**src/rtl/dss_pkg.sv**
```systemverilog
package dss_pkg;

    localparam int unsigned SLICE_W_DEF = 17;
    localparam int unsigned OP_W_DEF    = 33;

    // Partial product kinds; the enum value is the slice multiple of its offset.
    typedef enum logic [1:0] {
        TERM_LOW   = 2'd0,
        TERM_CROSS = 2'd1,
        TERM_HIGH  = 2'd2
    } term_e;

    function automatic int unsigned term_shift(term_e t, int unsigned slice_w);
        return slice_w * int'(t);
    endfunction

    function automatic int unsigned upper_width(int unsigned op_w, int unsigned slice_w);
        return op_w - slice_w;
    endfunction

endpackage

```
**src/rtl/dss_split.sv**
```systemverilog
module dss_split
    import dss_pkg::*;
#(
    parameter int unsigned OP_W    = OP_W_DEF,
    parameter int unsigned SLICE_W = SLICE_W_DEF,
    localparam int unsigned HI_W   = upper_width(OP_W, SLICE_W)
) (
    input  logic               clk,
    input  logic               rst,
    input  logic               in_vld,
    input  logic [OP_W-1:0]    in_x,
    output logic               s1_vld,
    output logic [SLICE_W-1:0] lo_q,
    output logic [HI_W-1:0]    hi_q,
    output logic [HI_W:0]      hi_dbl_q
);

    logic [SLICE_W-1:0] lo_d;
    logic [HI_W-1:0]    hi_d;

    always_comb begin
        lo_d = in_x[SLICE_W-1:0];
        hi_d = in_x[OP_W-1:SLICE_W];
    end

    always_ff @(posedge clk) begin
        if (rst) begin
            s1_vld   <= 1'b0;
            lo_q     <= '0;
            hi_q     <= '0;
            hi_dbl_q <= '0;
        end else begin
            s1_vld <= in_vld;
            if (in_vld) begin
                lo_q     <= lo_d;
                hi_q     <= hi_d;
                // doubling applied ahead of the multiplier input
                hi_dbl_q <= {hi_d, 1'b0};
            end
        end
    end

endmodule

```
**src/rtl/dss_mul.sv**
```systemverilog
module dss_mul #(
    parameter int unsigned A_W = 17,
    parameter int unsigned B_W = 17,
    localparam int unsigned P_W = A_W + B_W
) (
    input  logic           clk,
    input  logic           rst,
    input  logic           en,
    input  logic [A_W-1:0] a,
    input  logic [B_W-1:0] b,
    output logic [P_W-1:0] p
);

    logic [P_W-1:0] prod;

    always_comb prod = P_W'(a) * P_W'(b);

    always_ff @(posedge clk) begin
        if (rst)     p <= '0;
        else if (en) p <= prod;
    end

endmodule

```
**src/rtl/dss_combine.sv**
```systemverilog
module dss_combine
    import dss_pkg::*;
#(
    parameter int unsigned OP_W    = OP_W_DEF,
    parameter int unsigned SLICE_W = SLICE_W_DEF,
    localparam int unsigned HI_W   = upper_width(OP_W, SLICE_W),
    localparam int unsigned LO_PW  = 2 * SLICE_W,
    localparam int unsigned CR_PW  = HI_W + 1 + SLICE_W,
    localparam int unsigned HI_PW  = 2 * HI_W,
    localparam int unsigned OUT_W  = 2 * OP_W
) (
    input  logic             clk,
    input  logic             rst,
    input  logic             en,
    input  logic [LO_PW-1:0] p_lo,
    input  logic [CR_PW-1:0] p_cross,
    input  logic [HI_PW-1:0] p_hi,
    output logic             o_vld,
    output logic [OUT_W-1:0] o_sq
);

    localparam int unsigned SH_CROSS = term_shift(TERM_CROSS, SLICE_W);
    localparam int unsigned SH_HIGH  = term_shift(TERM_HIGH, SLICE_W);

    logic [OUT_W-1:0] sum;

    always_comb begin
        sum = OUT_W'(p_lo)
            + (OUT_W'(p_cross) << SH_CROSS)
            + (OUT_W'(p_hi)    << SH_HIGH);
    end

    always_ff @(posedge clk) begin
        if (rst) begin
            o_vld <= 1'b0;
            o_sq  <= '0;
        end else begin
            o_vld <= en;
            if (en) o_sq <= sum;
        end
    end

endmodule

```
**src/rtl/dual_slice_squarer.sv**
```systemverilog
module dual_slice_squarer
    import dss_pkg::*;
#(
    parameter int unsigned OP_W    = OP_W_DEF,
    parameter int unsigned SLICE_W = SLICE_W_DEF,
    localparam int unsigned HI_W   = upper_width(OP_W, SLICE_W),
    localparam int unsigned OUT_W  = 2 * OP_W
) (
    input  logic             clk,
    input  logic             rst,
    input  logic             op_valid,
    input  logic [OP_W-1:0]  op_x,
    output logic             sq_valid,
    output logic [OUT_W-1:0] sq_out
);

    logic               s1_vld;
    logic               s2_vld;
    logic [SLICE_W-1:0] lo_q;
    logic [HI_W-1:0]    hi_q;
    logic [HI_W:0]      hi_dbl_q;

    logic [2*SLICE_W-1:0]      p_lo;
    logic [HI_W+1+SLICE_W-1:0] p_cross;
    logic [2*HI_W-1:0]         p_hi;

    dss_split #(.OP_W(OP_W), .SLICE_W(SLICE_W)) u_split (
        .clk(clk), .rst(rst), .in_vld(op_valid), .in_x(op_x),
        .s1_vld(s1_vld), .lo_q(lo_q), .hi_q(hi_q), .hi_dbl_q(hi_dbl_q)
    );

    always_ff @(posedge clk) begin
        if (rst) s2_vld <= 1'b0;
        else     s2_vld <= s1_vld;
    end

    dss_mul #(.A_W(SLICE_W), .B_W(SLICE_W)) u_mul_lo (
        .clk(clk), .rst(rst), .en(s1_vld), .a(lo_q), .b(lo_q), .p(p_lo)
    );

    dss_mul #(.A_W(HI_W + 1), .B_W(SLICE_W)) u_mul_cross (
        .clk(clk), .rst(rst), .en(s1_vld), .a(hi_dbl_q), .b(lo_q), .p(p_cross)
    );

    dss_mul #(.A_W(HI_W), .B_W(HI_W)) u_mul_hi (
        .clk(clk), .rst(rst), .en(s1_vld), .a(hi_q), .b(hi_q), .p(p_hi)
    );

    dss_combine #(.OP_W(OP_W), .SLICE_W(SLICE_W)) u_comb (
        .clk(clk), .rst(rst), .en(s2_vld),
        .p_lo(p_lo), .p_cross(p_cross), .p_hi(p_hi),
        .o_vld(sq_valid), .o_sq(sq_out)
    );

endmodule

```
**config.mk**
```make
export PLATFORM = sky130hd
export DESIGN_NAME = dual_slice_squarer
export DESIGN_NICKNAME = d
export VERILOG_FILES = /design/src/rtl/dss_pkg.sv /design/src/rtl/dss_split.sv /design/src/rtl/dss_mul.sv /design/src/rtl/dss_combine.sv /design/src/rtl/dual_slice_squarer.sv
export SDC_FILE = /design/constraint.sdc
export NUM_CORES = 2
export LEC_CHECK = 0
export ABC_CLOCK_PERIOD_IN_PS = 9900
export BUFFER_PORTS_ARGS = -buffer_cell sky130_fd_sc_hd__buf_2
export CORE_AREA = 2 2 253 505
export DETAILED_ROUTE_END_ITERATION = 8
export DIE_AREA = 0 0 255 507
export GPL_ROUTABILITY_DRIVEN = 0
export GPL_TIMING_DRIVEN = 0
export PLACE_DENSITY = 0.42
export REMOVE_ABC_BUFFERS = 1
export SLEW_MARGIN = 40
export SYNTH_ARGS = -nofsm -noshare
export SYNTH_HDL_FRONTEND = slang
export SYNTH_HIERARCHICAL = 1
export SYNTH_SLANG_ARGS = --single-unit
```
**constraint.sdc**
```tcl
create_clock -name clk -period 9.9 [get_ports clk]
set_input_delay 0.495 -clock clk [delete_from_list [all_inputs] [get_ports clk]]
set_output_delay 0.495 -clock clk [all_outputs]
set_load 0.03 [all_outputs]
```
-- Word level (Yosys, flattened, before mapping)
Cells that the tools add are included.
- add/sub/neg operators: 2
- $mul: 3
- operator list (operator ; count):
    $add 66x66->66 ; 1
    $add 34x51->52 ; 1
    $mul 17x17->34 ; 1
    $mul 16x17->33 ; 1
    $mul 16x16->32 ; 1
- logic and storage cells: 14
- flip-flop bits (word level): 201
- input bits: 36

-- Longest topological paths before layout
- depth in word-level cells: 2
- depth in mapped cells: 23

-- Hierarchy
The synthesis kept the hierarchy.
- modules (own cells, without submodules) (module ; area each (um^2) ; cells each ; times used ; seq. area each (um^2)):
    dss_mul at u_mul_cross ; 10950.5 ; 1287 ; 1 ; 680.7
    dss_mul at u_mul_lo ; 10911.7 ; 1269 ; 1 ; 680.7
    dss_mul at u_mul_hi ; 9629.2 ; 1114 ; 1 ; 640.6
    dss_combine ; 4545.6 ; 554 ; 1 ; 1341.3
    dss_split ; 1361.3 ; 127 ; 1 ; 680.7
    dual_slice_squarer ; 33.8 ; 2 ; 1 ; 20.0

-- Least setup slack after synthesis
OpenSTA, ideal clock, no wires.
- path type: register to register
- from: register u_split.lo_q[10]
- to: register u_mul_cross.p[32]
- stages on the path, launching flop included: 22
- setup slack: 3693 ps
- setup time: 122 ps
- data arrival time: 6085 ps
- path through: dfxtp_1 > clkbuf_1 > clkbuf_1 > nand2_1 > fa_1 > inv_1 > fa_1 > fa_1 > fa_1 > fa_1 > inv_1 > fa_1 > inv_1 > ha_1 > buf_6 > a21oi_1 > o21ai_1 > or4_1 > o22a_2 > a31oi_4 > mux2i_1 > a311o_1
- longest elaborated chain between the ends: 1
- RTL lines (item ; RTL line ; RTL):
    start: declaration ; dss_split.sv:13 ; output logic [SLICE_W-1:0] lo_q,
    start signal: assignment ; dss_split.sv:35 ; lo_q <= lo_d;
    $mul 16x17->33 ; dss_mul.sv:16 ; always_comb prod = P_W'(a) * P_W'(b);
    end signal: assignment ; dss_mul.sv:20 ; else if (en) p <= prod;
    end: declaration ; dss_mul.sv:11 ; output logic [P_W-1:0] p
No other way between the ends.
A chain may end at the register's enable or synchronous reset.

-- Worst setup path after layout
- from: register u_split.lo_q[9]
- to: register u_mul_cross.p[30]
Same word-level chain as after synthesis.

==> impl_results.md <==
* Setup Skew at 0.03709 ns
* Power density over the cells at between 80 and 90 mW/mm²
* Vias in the first global route at 32,850
* VDD IR-drop max at between 0.0001 and 0.00015 V
* Mux share of post-synthesis cell area at 0.03022
* Fillers at 13,370
* Hold EP: u_split/hi_dbl_q[8]$_SDFFE_PP0P_
* Clock sinks at 202
* Status: complete, no violations
* LEAKAGE at ~20 nW
* R2r setup slk at between 3 and 4 ns
* Post-Synthesis Cell Area at 0.03743 mm²
* Complex-gate fraction of the synthesized area at 0.08433
* CTS tree: built
* Worst-path clk slew at 0.08 ns
* DRC at 0
* Seq/Total Area, Yosys at 0.1080
* Worst hold margin at about 0.094 ns
* Hold_sp: op_x[24]
* Die area at 0.1293 mm²
* Via Count at 28,730
* Share of flip-flops with an asynchronous set or reset at 0
* Initial antenna violation count at 1
* Wirelength per Cell at 19.83 µm
* Grt total ovfl at 0
* #FFs+latches synth at about 200
* H-tree levels at 1
* Post-Syn Area per Cell at between 8 and 9 µm²
* CTS Buffer Depth at 3
* Reg-to-reg endpoint: u_mul_cross/p[30]$_SDFFE_PP0P_
* Detailed placer's ending HPWL at 96,600 µm
* RR Startpoint: u_split/lo_q[9]$_SDFFE_PP0P_
* Root buffer cell: clkbuf_16
* Most common cell in the netlist: inv_1
* Vias per cell at 4.777
* Top-level I/O count at 103
* Total CTS buffers at 25
* Synth warn at 6
* Main synth FF type: dfxtp_1
* Fin. max-slew vios at 0
* Final core occ at 0.3265
* Placement Setup Slack at 3.111 ns
* Max_cap viols at 0
* Die Span Y at 507 µm
* Fin crit period at 6.785 ns
* Routed wire length at 119,300 µm
* Synth unique cells at 89
* Tightest Pin Transition at roughly 0.71 ns
* Cts repair resizes at 0
* Post-Syn Instances at approximately 4,400
* Starting Density at 0.2983
* Insertion delay to the later sink of the worst-skew pair at 0.64 ns
* Die W at 255 µm
* Pre-antenna DRT Iters at 7
* ANT nets after route at 0
* Final setup TNS at 0 ns
* Setup Fix Bufs, Post-CTS at 0
* Synth-to-Final Area Change at 9.453%
* Largest net degree at the start of global routing at 73
* Hold-fix buffers at CTS at 0
* IO Port Bufs at 102
* FMAX at 0.1474 GHz
* Synth top cells by count: inv_1 (824), fa_1 (643), nand2_1 (606), and2_1 (375), ha_1 (354)
* Cells on worst reg2reg path at 21
* Critical Path RT at roughly 10 ns
* Worst Path Max Fanout at 27
* Row Count at 184
* Post-Synth XOR/XNOR Area at 0.02129
* CP Launch Type: register
* Worst Slack Setup Final at ~3.1 ns
* Final hold violations at 0
* Main combinational cell family by area after synthesis: adder cells
* Hold Path Depth at 3
* Synth area leaders: fa_1 (34%), ha_1 (12%), dfxtp_1 (11%), inv_1 (8.3%), and2_1 (6.3%)
* Slew HR at 0.5198
* Core region area at around 0.13 mm²
* Worst Path Class, Setup: reg -> reg
* Overall power at 3.339 mW
* Final period util at 0.6854
* Yosys top cell by area: fa_1
* Final Setup Violations at 0
* CP arrival at about 7.3 ns
* GRT Resource Usage Total at 0.1925
* Post-synth top area share at 0.3439
* Final #Nets at 5,350
* Share of cells above drive strength 1 at 0.05882
* Simple-Gate Fraction of Synth Area at 0.1861
* EDFF count, synth at 0
* Initial DRC count at about 860
* Worst hold-check path type: in -> reg
* Worst Setup End Kind: register
* Unrepaired setup endpoints after global routing: false
* Post-Synth Adder-Cell Area at 0.4622
* First-pass GRT wire length at 188,000 µm
## report_power, final
part | internal [mW] | leakage, nW | switching (mW)
clock network | 0.560 | 0.421 | 0.449
logic | 0.491 | 17.8 | 0.882
registers | 0.852 | 1.67 | 0.105
## layer usage
layer	GRT usage	wire (µm)	share of wire
met5	0	0	0
met4	0.09024	6286	0.053
met3	0.01144	1825	0.015
met2	0.4312	75820	0.64
met1	0.1591	35320	0.30
## worst max-delay path, cell delays in order (launching register included)
cell	delay, ns
dfxtp_4	0.63
buf_12	0.25
nand2_1	0.10
fa_1	0.52
inv_1	0.05
fa_1	0.49
inv_1	0.05
fa_1	0.48
inv_1	0.07
fa_1	0.53
fa_1	0.59
inv_1	0.07
fa_1	0.54
inv_1	0.05
ha_1	0.39
a21oi_1	0.38
o21ai_0	0.22
o32ai_1	0.53
o221a_2	0.34
a2111oi_0	0.11
a31oi_1	0.15
o21ai_0	0.09
## metrics by stage
stage / cells / instance area, µm²
floorplan: 4147 / 36500
global placement: 5923 / 39100
detailed placement: 5964 / 40100
CTS: 6009 / 40960
global route: 6010 / 40960
finish: 6013 / 40970
## cell type report
cell class	count	area, µm²	share of cell area
repair buffers	143	1359	0.03317
diodes	4	10.01	0.0002443
inverters	824	3093	0.07549
well taps	1674	2095	0.05112
clock buffers	33	739.5	0.01805
multi-input cells	3121	29380	0.7171
clock inverters	12	121.4	0.002962
flip-flops and latches	202	4175	0.1019
## cells by family after synthesis
group                      after synthesis
DFF                                    202
other                                    1
xor gates and xnor gates                91
buffers and inverters                 1030
muxes                                  113
AOI/OAI and AO/OA                      478
adders and majority gates              997
and+or+nand+nor                       1441
## worst max-delay path by stage
stage                     slack (ns)                        startpoint                              to  cells past startpoint
after global routing            2.83      u_split/lo_q[9]$_SDFFE_PP0P_  u_mul_cross/p[27]$_SDFFE_PP0P_                     18
final                           3.11      u_split/lo_q[9]$_SDFFE_PP0P_  u_mul_cross/p[30]$_SDFFE_PP0P_                     21
after detailed placement        3.11      u_split/lo_q[9]$_SDFFE_PP0P_  u_mul_cross/p[27]$_SDFFE_PP0P_                     18
after CTS                       3.07  u_split/hi_dbl_q[7]$_SDFFE_PP0P_  u_mul_cross/p[32]$_SDFFE_PP0P_                     20
after global placement          1.05     u_split/lo_q[10]$_SDFFE_PP0P_  u_mul_cross/p[30]$_SDFFE_PP0P_                     20
after floorplan                 3.49     u_split/lo_q[10]$_SDFFE_PP0P_  u_mul_cross/p[32]$_SDFFE_PP0P_                     18
## flip-flops by register name, summed over array words and instances (netlist names)
| name | flops |
|---|---|
| u_mul_lo/p | 34 |
| u_comb/o_sq | 66 |
| u_comb/o_vld | 1 |
| s2_vld | 1 |
| u_mul_cross/p | 34 |
| u_split/s1_vld | 1 |
| u_mul_hi/p | 32 |
| u_split/lo_q | 17 |
| u_split/hi_dbl_q | 16 |
## placed cells by master, fill, tap and decap left out, types with 53 or more instances in the layout
master   instances
fa_1           643
and2_1         375
dfxtp_1        167
xnor2_1         60
ha_1           354
mux2i_1        113
nor2_1         209
inv_1          824
a21oi_1        145
a21o_1          53
o21ai_0         71
buf_2          100
nand2_1        606
Power figures use the tool's default switching activity.
